<file path="src/rtl/scs_pkg.sv">
package scs_pkg;
  localparam int CTL_W      = 8;
  localparam int SYNC_EN_B  = 7;  // boundary override enable
  localparam int PARK_B     = 6;  // freeze card clock
  localparam int PARK_LVL_B = 5;  // level of parked clock
  localparam int SW_IO_B    = 4;  // software IO value
  localparam int SW_DIR_B   = 3;  // software IO output enable
  localparam int TX_MODE_B  = 2;  // 1 = transmit, 0 = receive
  localparam int ACK_MODE_B = 1;  // last slot is an acknowledge slot
  localparam int IRQ_CLR_B  = 0;  // write-one clear, not stored

  typedef struct packed {
    logic advance;   // open next TX data slot
    logic sample;    // capture IO into RX sink
    logic swOwn;     // software bit owns IO
    logic relIo;     // IO not driven
    logic ackDrive;  // host drives acknowledge from software bit
    logic restart;   // frame reload
  } seqStrb_t;
endpackage

</file>
<file path="src/rtl/scs_ctrl.sv">
module scs_ctrl
  import scs_pkg::*;
#(
  parameter int LEN_W = 4
) (
  input  logic             clk,
  input  logic             rstN,
  input  logic             cardTick,
  input  logic             ctlWe,
  input  logic [CTL_W-1:0] ctlWdata,
  input  logic             lenWe,
  input  logic [LEN_W-1:0] lenWdata,
  output logic             cardClk,
  output logic             irq,
  output logic             swIoBit,
  output logic             swIoDir,
  output seqStrb_t         strb
);
  logic [CTL_W-1:1] ctlReg;
  logic [LEN_W-1:0] lenReg;
  logic [LEN_W-1:0] cnt;
  logic             done;

  logic syncEn, park, parkLvl, txMode, ackMode;
  logic riseEv, fallEv, boundary, lastSlot, ackSlot, irqSet, irqClr, nextIsAck;

  assign syncEn  = ctlReg[SYNC_EN_B];
  assign park    = ctlReg[PARK_B];
  assign parkLvl = ctlReg[PARK_LVL_B];
  assign swIoBit = ctlReg[SW_IO_B];
  assign swIoDir = ctlReg[SW_DIR_B];
  assign txMode  = ctlReg[TX_MODE_B];
  assign ackMode = ctlReg[ACK_MODE_B];
  assign irqClr  = ctlWe && ctlWdata[IRQ_CLR_B];

  // Card clock edge events
  assign riseEv = cardTick && !park && !cardClk;
  assign fallEv = cardTick && !park && cardClk;

  // Frame position decode
  assign boundary  = (cnt == '0) || done;
  assign lastSlot  = !done && (cnt == lenReg) && (cnt != '0);
  assign ackSlot   = ackMode && lastSlot;
  assign nextIsAck = ackMode && ((cnt + LEN_W'(1)) == lenReg);
  assign irqSet    = fallEv && !done && (cnt == lenReg) && !lenWe;

  always_comb begin
    strb          = '0;
    strb.restart  = lenWe;
    strb.swOwn    = boundary && txMode && syncEn;
    strb.ackDrive = !txMode && ackSlot;
    strb.relIo    = !txMode || (boundary && !syncEn) || ackSlot;
    strb.sample   = riseEv && !lenWe && !done && (cnt != '0) &&
                    (txMode ? ackSlot : !ackSlot);
    strb.advance  = fallEv && !lenWe && !done && (cnt != lenReg) &&
                    txMode && !nextIsAck;
  end

  always_ff @(posedge clk) begin
    if (!rstN) begin
      ctlReg <= '0;
    end else if (ctlWe) begin
      ctlReg <= ctlWdata[CTL_W-1:1];
    end
  end

  always_ff @(posedge clk) begin
    if (!rstN) begin
      cardClk <= 1'b0;
    end else if (park) begin
      cardClk <= parkLvl;
    end else if (cardTick) begin
      cardClk <= !cardClk;
    end
  end

  always_ff @(posedge clk) begin
    if (!rstN) begin
      lenReg <= '0;
      cnt    <= '0;
      done   <= 1'b0;
    end else if (lenWe) begin
      lenReg <= lenWdata;
      cnt    <= '0;
      done   <= 1'b0;
    end else if (fallEv && !done) begin
      if (cnt == lenReg) begin
        done <= 1'b1;
      end else begin
        cnt <= cnt + LEN_W'(1);
      end
    end
  end

  always_ff @(posedge clk) begin
    if (!rstN) begin
      irq <= 1'b0;
    end else if (irqSet) begin
      irq <= 1'b1;
    end else if (irqClr) begin
      irq <= 1'b0;
    end
  end


  clk_park_chk: assert property (@(posedge clk) disable iff (!rstN)
    park |=> (cardClk == $past(parkLvl)));


  clk_idle_chk: assert property (@(posedge clk) disable iff (!rstN)
    (!park && !cardTick) |=> $stable(cardClk));


  irq_hold_chk: assert property (@(posedge clk) disable iff (!rstN)
    (irq && !irqClr) |=> irq);


  irq_at_end_chk: assert property (@(posedge clk) disable iff (!rstN)
    $rose(irq) |-> done);


  reload_chk: assert property (@(posedge clk) disable iff (!rstN)
    lenWe |=> ((cnt == '0) && !done));
endmodule

</file>
<file path="src/rtl/scs_dpath.sv">
module scs_dpath
  import scs_pkg::*;
#(
  parameter int BYTE_W = 8
) (
  input  logic              clk,
  input  logic              rstN,
  input  seqStrb_t          strb,
  input  logic              swIoBit,
  input  logic              swIoDir,
  input  logic [BYTE_W-1:0] txData,
  input  logic              txValid,
  input  logic              ioIn,
  output logic              txPop,
  output logic              rxValid,
  output logic              rxBit,
  output logic              ioOut,
  output logic              ioOe,
  output logic              underrun
);
  localparam int IDX_W = $clog2(BYTE_W);
  localparam logic [IDX_W-1:0] LAST_IDX = IDX_W'(BYTE_W - 1);

  logic [BYTE_W-1:0] shReg;
  logic [IDX_W-1:0]  bitIdx;
  logic              outBit;
  logic              firstBit;

  assign firstBit = (bitIdx == '0);
  assign txPop    = strb.advance && firstBit && txValid;

  always_ff @(posedge clk) begin
    if (!rstN) begin
      shReg    <= '0;
      bitIdx   <= '0;
      outBit   <= 1'b0;
      underrun <= 1'b0;
    end else if (strb.restart) begin
      bitIdx   <= '0;
      underrun <= 1'b0;
    end else if (strb.advance) begin
      if (firstBit) begin
        if (txValid) begin
          outBit <= txData[BYTE_W-1];
          shReg  <= txData << 1;
          bitIdx <= IDX_W'(1);
        end else begin
          underrun <= 1'b1;
        end
      end else begin
        outBit <= shReg[BYTE_W-1];
        shReg  <= shReg << 1;
        bitIdx <= (bitIdx == LAST_IDX) ? '0 : bitIdx + IDX_W'(1);
      end
    end
  end

  always_ff @(posedge clk) begin
    if (!rstN) begin
      rxValid <= 1'b0;
      rxBit   <= 1'b0;
    end else begin
      rxValid <= strb.sample;
      if (strb.sample) begin
        rxBit <= ioIn;
      end
    end
  end

  always_comb begin
    if (strb.swOwn) begin
      ioOut = swIoBit;
      ioOe  = swIoDir;
    end else if (strb.ackDrive) begin
      ioOut = swIoBit;
      ioOe  = 1'b1;
    end else if (strb.relIo) begin
      ioOut = outBit;
      ioOe  = 1'b0;
    end else begin
      ioOut = outBit;
      ioOe  = 1'b1;
    end
  end


  underrun_hold_chk: assert property (@(posedge clk) disable iff (!rstN)
    (underrun && !strb.restart) |=> underrun);


  rx_released_chk: assert property (@(posedge clk) disable iff (!rstN)
    rxValid |-> !$past(ioOe));
endmodule

</file>
<file path="src/rtl/sync_card_seq.sv">
module sync_card_seq
  import scs_pkg::*;
#(
  parameter int LEN_W  = 4,
  parameter int BYTE_W = 8
) (
  input  logic              clk,
  input  logic              rstN,
  input  logic              cardTick,
  input  logic              ctlWe,
  input  logic [7:0]        ctlWdata,
  input  logic              lenWe,
  input  logic [LEN_W-1:0]  lenWdata,
  input  logic [BYTE_W-1:0] txData,
  input  logic              txValid,
  output logic              txPop,
  output logic              rxValid,
  output logic              rxBit,
  output logic              cardClk,
  output logic              ioOut,
  output logic              ioOe,
  input  logic              ioIn,
  output logic              irq,
  output logic              underrun
);
  seqStrb_t strb;
  logic     swIoBit;
  logic     swIoDir;

  scs_ctrl #(.LEN_W(LEN_W)) ctrl_i (
    .clk      (clk),
    .rstN     (rstN),
    .cardTick (cardTick),
    .ctlWe    (ctlWe),
    .ctlWdata (ctlWdata),
    .lenWe    (lenWe),
    .lenWdata (lenWdata),
    .cardClk  (cardClk),
    .irq      (irq),
    .swIoBit  (swIoBit),
    .swIoDir  (swIoDir),
    .strb     (strb)
  );

  scs_dpath #(.BYTE_W(BYTE_W)) dpath_i (
    .clk      (clk),
    .rstN     (rstN),
    .strb     (strb),
    .swIoBit  (swIoBit),
    .swIoDir  (swIoDir),
    .txData   (txData),
    .txValid  (txValid),
    .ioIn     (ioIn),
    .txPop    (txPop),
    .rxValid  (rxValid),
    .rxBit    (rxBit),
    .ioOut    (ioOut),
    .ioOe     (ioOe),
    .underrun (underrun)
  );


  tx_msb_first_chk: assert property (@(posedge clk) disable iff (!rstN)
    (txPop && !ctlWe && !lenWe) |=> (ioOe && (ioOut == $past(txData[BYTE_W-1]))));
endmodule

</file>
<file path="config.mk">
export PLATFORM = sky130hd
export DESIGN_NAME = sync_card_seq
export DESIGN_NICKNAME = d
export VERILOG_FILES = /design/src/rtl/scs_pkg.sv /design/src/rtl/scs_ctrl.sv /design/src/rtl/scs_dpath.sv /design/src/rtl/sync_card_seq.sv
export SDC_FILE = /design/constraint.sdc
export NUM_CORES = 1
export LEC_CHECK = 0
export CORE_ASPECT_RATIO = 0.6
export CORE_MARGIN = 3
export CORE_UTILIZATION = 45
export CTS_CLUSTER_SIZE = 20
export DETAILED_ROUTE_END_ITERATION = 10
export MAX_ROUTING_LAYER = met4
export PLACE_DENSITY = 0.75
export SYNTH_ARGS = -nofsm -noshare
export SYNTH_HDL_FRONTEND = slang
export SYNTH_SLANG_ARGS = --single-unit
</file>
<file path="constraint.sdc">
create_clock -name clk -period 2.3 [get_ports clk]
set_input_delay 0.69 -clock clk [delete_from_list [all_inputs] [get_ports clk]]
set_output_delay 0.69 -clock clk [all_outputs]
set_load 0.005 [all_outputs]
</file>
==> qor.txt <==
Status = complete, but fails checks
Failing checks = negative setup slack
DRT iter0 DRCs = 48
Clock sinks = 32
Max clock buf depth = 2
CTS tree = done
CP max FO = 3
Top cells by area, synth = dfxtp_1, mux2i_1, o221a_1, nor2b_1, ha_1
Hold Path Class = reg -> reg
Overflow after GRT = 0
Worst Slack Setup Final = -380 ps
CP Capture Type = output pin
ANT nets after route = 0
Final setup viols = 3
Final hold violation count = 0
HPWL after DPL = 2880 um
Clock Latency Late Sink = 290 ps
Diodes inserted = 0
Period utilization = 117%
Syn Inst Count = 169
H-Tree Depth = 2
Wirelength, routed = 4070 um
CP Data Required Time = 1610 ps
Synthesized cell area = 1640 um2
Part of the power in registers = 45.2%
Slew headroom = 57.7%
Synth async-reset ratio = 0%
Int Power = 989 uW
Rows = 16
XOR/XNOR Fraction of Synth Area = 7.19%
Synth top area share = 39.2%
Largest family of logic cells by synthesized area = simple AND/OR/NAND/NOR gates
Gpl congestion = 0.820
Avg Cell Area, Syn = 9.68 um2
Global-route wire length before repair = 6840 um
Share of cells above drive strength 1 = 27.8%
Main synth FF type = dfxtp_1
Register bit count reported by yosys = 32
Chip width = 83.8 um
Number of synthesis warnings = 0
Die Height = 52.7 um
Vias/cell = 5.10
Top Ports = 35
Logic gate share of total power = 13.2%
Final Max Slew Viols = 0
Antenna violations before repair = 0
Fin nets = 262
Compound-Gate Fraction of Synth Area = 15.8%
Fill cells = 244
WS Path Type = reg -> out
First-pass DRT Iterations = 4
Synth Area in Adders = 4.59%
CP arrival = 1990 ps
Avg WL per Cell = 14.8 um
Area Overhead vs Synth = 45.9%
Maximum vdd drop = 0.556 mV
Sw Ratio = 22.6%
Vias in the first global route = 1455
Achievable Freq = 373 MHz
Leak = 0.000985 uW
Die Area = 4420 um2
Vias post-DR = 1403
Simple-gate share of the synthesized area = 19.1%
RSZ-0062 raised after global routing = yes
DRC Markers = 0
Register area share after synthesis = 39.2%
Clock power frac = 41.6%
Net Count, Synth = 202
Final core utilization = 70.9%
Largest net degree at the start of global routing = 26
Total power = 1280 uW
Worst Skew = 4.44 ps
Yosys cell types = 39
NetSw = 288 uW
Final Critical Period = 2680 ps
Root buf cell = clkbuf_8
Max-cap violation count = 0
Initial Util = 48.6%
P per Cell Area = 535 nW/um2
Storage element area = 654 um2
Number of synthesized flops with an enable pin = 0
Global Route Usage Sum = 21.4%
Port bufs = 34
Post-synthesis mux area share = 9.26%
Largest area contributor in the netlist = dfxtp_1
Multi-input gate area = 986 um2
Core Box Area = 3360 um2
Slew at the pin closest to its max-slew limit = 633 ps
Clk pin slew, worst setup/hold paths = 70 ps
CTS buffer count = 5
Critical Path Start Type = flip-flop
## cell usage in the layout, fill, tap and decap left out, types with 2 or more instances in the layout
cell type	instances
nand3_1	3
nor2_1	7
nand2b_1	2
mux2i_1	14
buf_6	3
dfxtp_1	27
xnor2_1	4
ha_1	5
dfxtp_2	2
nor3_2	2
xor2_1	3
o21ai_0	9
buf_2	2
a21o_1	2
dfxtp_4	3
and3_1	2
nor2b_1	14
o221a_1	8
xor2_2	3
inv_1	7
and2_1	2
nand2_1	19
buf_4	26
clkdlybuf4s50_1	30
clkbuf_8	5
## through the flow
stage / setup WS, ps / setup TNS, ps / hold slack [ps] / instances / instance area [um2]
floorplan: 69.9 / 0 / 435 / 169 / 1640
global placement: -808 / -2880 / 445 / 263 / 2160
detailed placement: -778 / -3380 / 456 / 263 / 2160
CTS: -369 / -722 / 465 / 274 / 2340
global route: -446 / -943 / 494 / 275 / 2390
finish: -380 / -756 / 463 / 275 / 2390
## worst max-delay path, stage by stage (launching register included)
cell and delay [ps]:
dfxtp_4 360, xor2_2 180, nor4_2 310, nand3_1 160, inv_2 100, ha_4 130, a31oi_4 30, mux2_4 310
buf_6 110
## sequential cells by signal (all words and copies together) (netlist names)
signal,count
dpath_i.bitIdx,3
dpath_i.rxValid,1
dpath_i.outBit,1
ctrl_i.ctlReg,7
ctrl_i.cardClk,1
dpath_i.underrun,1
ctrl_i.lenReg,4
ctrl_i.cnt,4
dpath_i.shReg,7
ctrl_i.done,1
ctrl_i.irq,1
dpath_i.rxBit,1
## path summary, 6_finish.rpt
path                          from                end  depth (start not counted)  slack (ps)
setup reg to reg     ctrl_i.cnt[1]  dpath_i.bitIdx[0]                          8         270
hold / removal    dpath_i.shReg[1]   dpath_i.shReg[1]                          2         460
setup / recovery     ctrl_i.cnt[3]              ioOut                          8        -380
hold reg to reg   dpath_i.shReg[1]   dpath_i.shReg[1]                          2         460
## cells by family (layout without fill, tap and decap cells)
group	after synthesis	count (layout)
buf+inv	17	78
simple gates	59	59
xor+xnor	11	11
mux	15	15
flops	32	32
compound gates	29	29
fa+ha+maj	6	6
## layout make-up
class                           count  area share (%)
Clock buffer                        5            2.88
Clock inverter                      3            1.78
Inverter                            8            1.26
Multi-Input combinational cell    120            41.3
Sequential cell                    32            27.4
Tap cell                           45            2.36
Timing Repair Buffer               62            23.0
## power groups by stage
stage                     Sequential [uW]  Clock [uW]  Combinational, uW
after global placement                590           0                155
final                                 577         531                169
after global routing                  578         563                184
after detailed placement              591           0                160
after floorplan                       592           0               68.8
after CTS                             578         540                166
## synth_stat cells, types with 4 or more instances
cell type and number:
o21ai_0 10, dfxtp_1 32, nand2_1 19, o221a_1 8, xnor2_1 4, ha_1 6, nand3_1 4, mux2i_1 14
nor2_1 8, inv_1 8, nor2b_1 14, xor2_1 5, clkbuf_1 5
## routing by layer
layer	part of all wire (%)	up-vias	track usage, %
met5	0	-	-
met4	1.8	0	12.0
met3	6.4	6	7.06
met2	46	41	34.6
met1	45	657	23.8
li1	-	699	-
## timing repair
item	CTS	global route
hold buffers	0	0
endpoints found under the setup margin	3	3
pin swaps	6	3
buffers inserted	3	2
gates resized for setup	32	8
(Power assumes the default switching activity.)
